[config.mk]
export PLATFORM = sky130hd
export DESIGN_NAME = sar_conv_ctrl
export DESIGN_NICKNAME = d
export VERILOG_FILES = /design/src/rtl/sar_conv_pkg.sv /design/src/rtl/sar_prescale.sv /design/src/rtl/sar_stepper.sv /design/src/rtl/sar_regs.sv /design/src/rtl/sar_conv_ctrl.sv
export SDC_FILE = /design/constraint.sdc
export NUM_CORES = 1
export LEC_CHECK = 0
export BUFFER_PORTS_ARGS = -buffer_cell sky130_fd_sc_hd__buf_2
export CORE_UTILIZATION = 56
export DETAILED_ROUTE_END_ITERATION = 16
export HOLD_SLACK_MARGIN = 0.02
export PLACE_DENSITY = 0.78
export REMOVE_ABC_BUFFERS = 1
export SKIP_LAST_GASP = 1
export SLEW_MARGIN = 40
export SYNTH_ARGS = -nofsm -noshare
export SYNTH_HDL_FRONTEND = slang
export SYNTH_HIERARCHICAL = 1
export SYNTH_SLANG_ARGS = --single-unit
[constraint.sdc]
create_clock -name clk -period 5.7 [get_ports clk]
set_clock_uncertainty 0.05 [all_clocks]
set_input_delay 1.71 -clock clk [delete_from_list [all_inputs] [get_ports clk]]
set_output_delay 1.71 -clock clk [all_outputs]
set_load 0.02 [all_outputs]
[src/rtl/sar_conv_pkg.sv]
package sar_conv_pkg;

    localparam int BUS_W = 8;

    localparam logic [1:0] ADDR_CFG  = 2'd0;
    localparam logic [1:0] ADDR_CTRL = 2'd1;
    localparam logic [1:0] ADDR_INT  = 2'd2;

    typedef enum logic [1:0] {
        PH_IDLE,
        PH_SAMPLE,
        PH_TRIAL,
        PH_FINISH
    } phase_e;

    typedef struct packed {
        logic       valid;
        logic [2:0] log2_div;
    } div_cfg_t;

    // Non-monotonic select encoding; 011 and 111 are reserved.
    function automatic div_cfg_t decode_sel(input logic [2:0] sel);
        div_cfg_t d;
        d.valid = 1'b1;
        unique case (sel)
            3'b100:  d.log2_div = 3'd0;
            3'b000:  d.log2_div = 3'd1;
            3'b101:  d.log2_div = 3'd2;
            3'b001:  d.log2_div = 3'd3;
            3'b110:  d.log2_div = 3'd4;
            3'b010:  d.log2_div = 3'd5;
            default: begin
                d.valid    = 1'b0;
                d.log2_div = 3'd0;
            end
        endcase
        return d;
    endfunction

endpackage

[src/rtl/sar_prescale.sv]
module sar_prescale #(
    parameter int MAX_LOG2 = 5
) (
    input  logic       clk,
    input  logic       rst,
    input  logic       clr,
    input  logic       run,
    input  logic [2:0] log2_div,
    output logic       tick
);
    localparam int CNT_W = (MAX_LOG2 > 0) ? MAX_LOG2 : 1;

    logic [CNT_W-1:0] cnt;
    logic [CNT_W-1:0] limit;

    assign limit = CNT_W'((32'd1 << log2_div) - 32'd1);
    assign tick  = run && (cnt == limit);

    always_ff @(posedge clk) begin
        if (rst || clr) begin
            cnt <= '0;
        end else if (run) begin
            cnt <= tick ? '0 : cnt + 1'b1;
        end
    end

endmodule

[src/rtl/sar_stepper.sv]
module sar_stepper
    import sar_conv_pkg::*;
#(
    parameter int RES_W = 12
) (
    input  logic             clk,
    input  logic             rst,
    input  logic             hold,
    input  logic             launch,
    input  logic             tick,
    input  logic             cmp_in,
    output logic [RES_W-1:0] dac_code,
    output logic [RES_W-1:0] result,
    output logic             conv_done
);
    localparam int IDX_W = (RES_W > 1) ? $clog2(RES_W) : 1;
    localparam logic [IDX_W-1:0] TOP_IDX = IDX_W'(RES_W - 1);

    phase_e           phase;
    logic [IDX_W-1:0] idx;
    logic [RES_W-1:0] trial;
    logic [RES_W-1:0] nxt_trial;

    always_comb begin
        nxt_trial = trial;
        if (!cmp_in) nxt_trial[idx] = 1'b0;
        if (idx != '0) nxt_trial[idx - 1'b1] = 1'b1;
    end

    assign conv_done = tick && (phase == PH_FINISH) && !hold && !launch;
    assign dac_code  = trial;

    always_ff @(posedge clk) begin
        if (rst) begin
            phase  <= PH_IDLE;
            idx    <= '0;
            trial  <= '0;
            result <= '0;
        end else if (launch) begin
            phase <= PH_SAMPLE;
            trial <= '0;
        end else if (hold) begin
            phase <= PH_IDLE;
        end else if (tick) begin
            unique case (phase)
                PH_SAMPLE: begin
                    phase <= PH_TRIAL;
                    idx   <= TOP_IDX;
                    trial <= {1'b1, {(RES_W-1){1'b0}}};
                end
                PH_TRIAL: begin
                    trial <= nxt_trial;
                    if (idx == '0) phase <= PH_FINISH;
                    else           idx   <= idx - 1'b1;
                end
                PH_FINISH: begin
                    result <= trial;
                    phase  <= PH_IDLE;
                end
                default: phase <= PH_IDLE;
            endcase
        end
    end

    // the result changes only on a normal completion
    a_r9_result_hold: assert property (@(posedge clk) disable iff (rst)
        !conv_done |=> $stable(result));

    // without a conversion-clock enable the sequence does not move
    a_r8_frozen: assert property (@(posedge clk) disable iff (rst)
        (!tick && !launch && !hold) |=> ($stable(phase) && $stable(trial)));

endmodule

[src/rtl/sar_regs.sv]
module sar_regs
    import sar_conv_pkg::*;
(
    input  logic             clk,
    input  logic             rst,
    input  logic             bus_we,
    input  logic [1:0]       bus_addr,
    input  logic [BUS_W-1:0] bus_wdata,
    output logic [BUS_W-1:0] bus_rdata,
    input  logic             conv_done,
    output logic             pwr_dn,
    output logic [2:0]       clk_sel,
    output logic             start_q,
    output logic             launch_req,
    output logic             irq_flag,
    output logic             irq_en
);
    logic test_bit;
    logic done_n;
    logic cfg_wr, ctrl_wr, int_wr;
    logic unused_wbits;

    assign unused_wbits = ^bus_wdata[5:3];

    assign cfg_wr  = bus_we && (bus_addr == ADDR_CFG);
    assign ctrl_wr = bus_we && (bus_addr == ADDR_CTRL);
    assign int_wr  = bus_we && (bus_addr == ADDR_INT);

    // falling edge of START written by software
    assign launch_req = ctrl_wr && start_q && !bus_wdata[0];

    always_ff @(posedge clk) begin
        if (rst) begin
            test_bit <= 1'b1;
            pwr_dn   <= 1'b0;
            clk_sel  <= 3'b000;
            start_q  <= 1'b0;
            done_n   <= 1'b1;
            irq_flag <= 1'b0;
            irq_en   <= 1'b0;
        end else begin
            if (cfg_wr) begin
                test_bit <= bus_wdata[7];
                pwr_dn   <= bus_wdata[6];
                clk_sel  <= bus_wdata[2:0];
            end
            if (ctrl_wr) start_q <= bus_wdata[0];

            if (ctrl_wr && bus_wdata[0]) done_n <= 1'b1;
            else if (conv_done)          done_n <= 1'b0;

            if (conv_done)                      irq_flag <= 1'b1;
            else if (int_wr && !bus_wdata[0])   irq_flag <= 1'b0;
            if (int_wr) irq_en <= bus_wdata[1];
        end
    end

    always_comb begin
        unique case (bus_addr)
            ADDR_CFG:  bus_rdata = {test_bit, pwr_dn, 3'b000, clk_sel};
            ADDR_CTRL: bus_rdata = {6'b0, done_n, start_q};
            ADDR_INT:  bus_rdata = {6'b0, irq_en, irq_flag};
            default:   bus_rdata = '0;
        endcase
    end

    // while START is held high the converter reads busy
    a_r5_hold_busy: assert property (@(posedge clk) disable iff (rst)
        start_q |-> done_n);

    // completion clears the finished flag
    a_r6_done_clears: assert property (@(posedge clk) disable iff (rst)
        (conv_done && !(ctrl_wr && bus_wdata[0])) |=> !done_n);

    // the request flag survives anything but a write of 0
    a_r10_flag_sticky: assert property (@(posedge clk) disable iff (rst)
        (irq_flag && !(int_wr && !bus_wdata[0])) |=> irq_flag);

endmodule

[src/rtl/sar_conv_ctrl.sv]
module sar_conv_ctrl
    import sar_conv_pkg::*;
#(
    parameter int RES_W    = 12,
    parameter int MAX_LOG2 = 5
) (
    input  logic             clk,
    input  logic             rst,
    input  logic             bus_we,
    input  logic [1:0]       bus_addr,
    input  logic [7:0]       bus_wdata,
    output logic [7:0]       bus_rdata,
    input  logic             cmp_in,
    output logic [RES_W-1:0] dac_code,
    output logic [RES_W-1:0] conv_result,
    output logic             irq
);
    logic       pwr_dn, start_q, launch_req, irq_flag, irq_en;
    logic [2:0] clk_sel;
    logic       run_ok, launch, tick, conv_done;
    div_cfg_t   div_cfg;

    assign div_cfg = decode_sel(clk_sel);
    assign run_ok  = !pwr_dn && div_cfg.valid;
    assign launch  = launch_req && run_ok;
    assign irq     = irq_flag && irq_en;

    sar_regs u_regs (
        .clk        (clk),
        .rst        (rst),
        .bus_we     (bus_we),
        .bus_addr   (bus_addr),
        .bus_wdata  (bus_wdata),
        .bus_rdata  (bus_rdata),
        .conv_done  (conv_done),
        .pwr_dn     (pwr_dn),
        .clk_sel    (clk_sel),
        .start_q    (start_q),
        .launch_req (launch_req),
        .irq_flag   (irq_flag),
        .irq_en     (irq_en)
    );

    sar_prescale #(.MAX_LOG2(MAX_LOG2)) u_div (
        .clk      (clk),
        .rst      (rst),
        .clr      (launch || start_q),
        .run      (run_ok),
        .log2_div (div_cfg.log2_div),
        .tick     (tick)
    );

    sar_stepper #(.RES_W(RES_W)) u_step (
        .clk       (clk),
        .rst       (rst),
        .hold      (start_q),
        .launch    (launch),
        .tick      (tick),
        .cmp_in    (cmp_in),
        .dac_code  (dac_code),
        .result    (conv_result),
        .conv_done (conv_done)
    );

    // a START pulse refused by the configuration leaves the trial code alone
    a_r7_blocked_launch: assert property (@(posedge clk) disable iff (rst)
        (launch_req && !run_ok) |=> $stable(dac_code));

endmodule

==> summary.md <==
| Metric | Value |
|---|---|
| Outcome | `complete, no violations` |
| Yosys top cell by area | `dfxtp_1` |
| Crit Path Max Fanout | `7` |
| Largest net degree at the start of global routing | `39` |
| Worst reg2reg path depth | `11` |
| EDFF count, synth | `0` |
| Remaining routing DRC violations | `0` |
| Number of buffers inserted by hold repair at cts | `0` |
| Ys Warns | `6` |
| Synth area leaders | `dfxtp_1, nand2_1, ha_1, a21oi_1, mux2i_1` |
| Lkg Pwr | `~1.2 nW` |
| TritonCTS clock tree | `yes` |
| Port bufs | `40` |
| Post-synthesis sequential area ratio | `0.363` |
| Routability cong. | `0.858` |
| Post-synthesis instance area | `2430 µm²` |
| Design Power | `between 0.6 and 0.7 mW` |
| Cell with the most instances after synthesis | `nand2_1` |
| Post-synth top area share | `0.363` |
| Ratio of final minimum period to clock period | `0.738` |
| WP data required | `roughly 4 ns` |
| Final #Nets | `around 350` |
| Max_cap viols | `0` |
| Post-synth top cells | `nand2_1, dfxtp_1, a21oi_1, nand2b_1, nor2_1` |
| Synth Instances | `288` |
| Pwr/cell area | `244 nW/µm²` |
| Worst r2r dst | `u_regs/done_n` |
| Final worst setup slack | `1.50 ns` |
| Num CTS Buffers | `5` |
| Post-synthesis xor/xnor area fraction | `0.0180` |
| Starting Density | `0.594` |
| Setup TNS | `0 ns` |
| Crit path launch type | `primary input` |
| Simple-gate share of the synthesized area | `0.283` |
| Synthesized area per cell | `between 8 and 9 µm²` |
| DR WL/cell | `roughly 13 µm` |
| Row cnt | `23` |
| Die Y | `67.9 µm` |
| Worst setup path startpoint | `bus_addr[0]` |
| Placement Setup Slack | `1.50 ns` |
| #FFs+latches synth | `44` |
| Post-synthesis cell type count | `59` |
| Synth Area in Compound Gates | `0.189` |
| Dpl cells | `365` |
| Core Util, Final | `0.668` |
| Setup Buffers After CTS | `0` |
| Root Buffer | `clkbuf_8` |
| Non-Filler Instances | `373` |
| Proportion of layout cells with a drive suffix above 1 | `0.211` |
| RSZ-0062 raised after global routing | `no` |
| Global-route wire length before repair | `between 7 and 8 mm` |
| Post-CTS Resized | `0` |
| Drt first-iter violations | `86` |
| Crit path kind | `primary input to primary output` |
| Rel. slew slack | `0.528` |
| Mux share of post-synthesis cell area | `0.0417` |
| Area grow syn2layout | `12.4%` |
| Min Tclk post-route | `4.20 ns` |
| Fmax | `238 MHz` |
| Clk sinks | `44` |
| IO Count | `47` |
| Dominant synthesized flop cell | `dfxtp_1` |
| HP Start | `u_step/result[6]` |
| Worst min-delay path category | `flop to flop` |
| Core area | `4090 µm²` |
| Hold Fails Final Rpt | `0` |
| Worst-case clock buffer depth | `2` |
| Synth Area in Adders | `0.0567` |
| Via-per-instance ratio | `5.53` |
| Fin. max-slew vios | `0` |
| Min Hold Slack | `0.404 ns` |
| Hpwl dp | `3.39 mm` |
| WHS Endpoint | `u_step/result[6]` |
| Synth async-reset ratio | `0` |
| Clock-pin slew on the worst setup and hold paths | `0.09 ns` |
| Worst Path Arrival | `2.44 ns` |
| Worst vdd ir | `0.153 mV` |
| H-tree depth | `2` |
| Vias post-DR | `2064` |
| Overflow left after global routing | `0` |
| Hold Path Depth | `2` |
| WL final | `4.78 mm` |
| Placed cell areas | `roughly 2600 µm²` |
| Total global-route track usage | `0.227` |
| Diode count | `0` |
| Vias in the first global route | `1730` |
| Worst-Skew Late Latency | `0.30 ns` |
| CP Capture Type | `primary output` |
| Slew at the pin with the worst max-slew slack | `between 0.7 and 0.8 ns` |
| Post-route ant nets | `0` |
| Largest family of logic cells by synthesized area | `simple AND/OR/NAND/NOR gates` |
| Crit Reg-Reg Startpoint | `u_regs/clk_sel[0]` |
| DIE AREA | `~4600 µm²` |
| Setup violators final | `0` |
| Post-route cell area | `2730 µm²` |
| Initial antenna violation count | `0` |
| R2r setup slk | `2.57 ns` |
| Die X-Extent | `just under 70 µm` |
| DR pass1 iterations | `4` |
## worst max-delay path, stage by stage
cell and delay, ns:
buf_2 0.16, nor2b_1 0.24, o2bb2ai_1 0.15, buf_2 0.18
## power by group
part / switching (mW) / leakage, nW / internal [mW]
combinational: 0.0603 / 0.766 / 0.0421
sequential: 0.0115 / 0.356 / 0.316
clock: 0.107 / 0.0541 / 0.130
## state kept, by name, indices dropped and copies added (netlist names)
name and cells:
u_step/dac_code 12, u_step/result 12, u_div/cnt 5, u_step/idx 4, u_regs/clk_sel 3, u_step/phase 2
u_regs/done_n 1, u_regs/irq_en 1, u_regs/irq_flag 1, u_regs/pwr_dn 1, u_regs/start_q 1, u_regs/test_bit 1
## metal layers
| layer | vias up | track usage | share of wire |
|---|---|---|---|
| met5 | - | 0 | 0 |
| met4 | 0 | 0.0755 | 0.012 |
| met3 | 5 | 0.0517 | 0.045 |
| met2 | 41 | 0.342 | 0.44 |
| met1 | 945 | 0.319 | 0.50 |
| li1 | 1073 | - | - |
## cell usage in the layout (no fill, tap or decap), types with 8 or more instances in the layout
cell / count
ha_1: 11
nand2b_1: 12
mux2i_1: 9
o22ai_1: 9
nor2b_1: 8
buf_2: 40
nor2_1: 12
nand2_1: 53
dfxtp_1: 44
a21oi_1: 27
## area by class of cell
cell class	count	area, µm²
Multi-Input combinational cell	223	1440
Fill cell	374	1360
Sequential cell	44	881
Timing Repair Buffer	41	208
Clock buffer	5	68.8
Tap cell	50	62.6
Clock inverter	3	42.5
Inverter	7	26.3
## worst max-delay path by stage
stage                              end  slack (ns)  depth (start not counted)
final                     bus_rdata[1]        1.50                          4
after floorplan           bus_rdata[1]        1.76                          2
after CTS                 bus_rdata[1]        1.50                          4
after global placement    bus_rdata[1]        1.50                          4
after global routing      bus_rdata[1]        1.42                          4
after detailed placement  bus_rdata[1]        1.50                          4
## cell families after synthesis
group,count (synthesis)
buffers and inverters,23
AO/OA/AOI/OAI,65
XOR/XNOR,5
adder cells (fa/ha/maj),11
AND/OR/NAND/NOR,129
other,1
multiplexers,10
flip-flops,44
No activity file was read; power rests on OpenSTA's default activity.
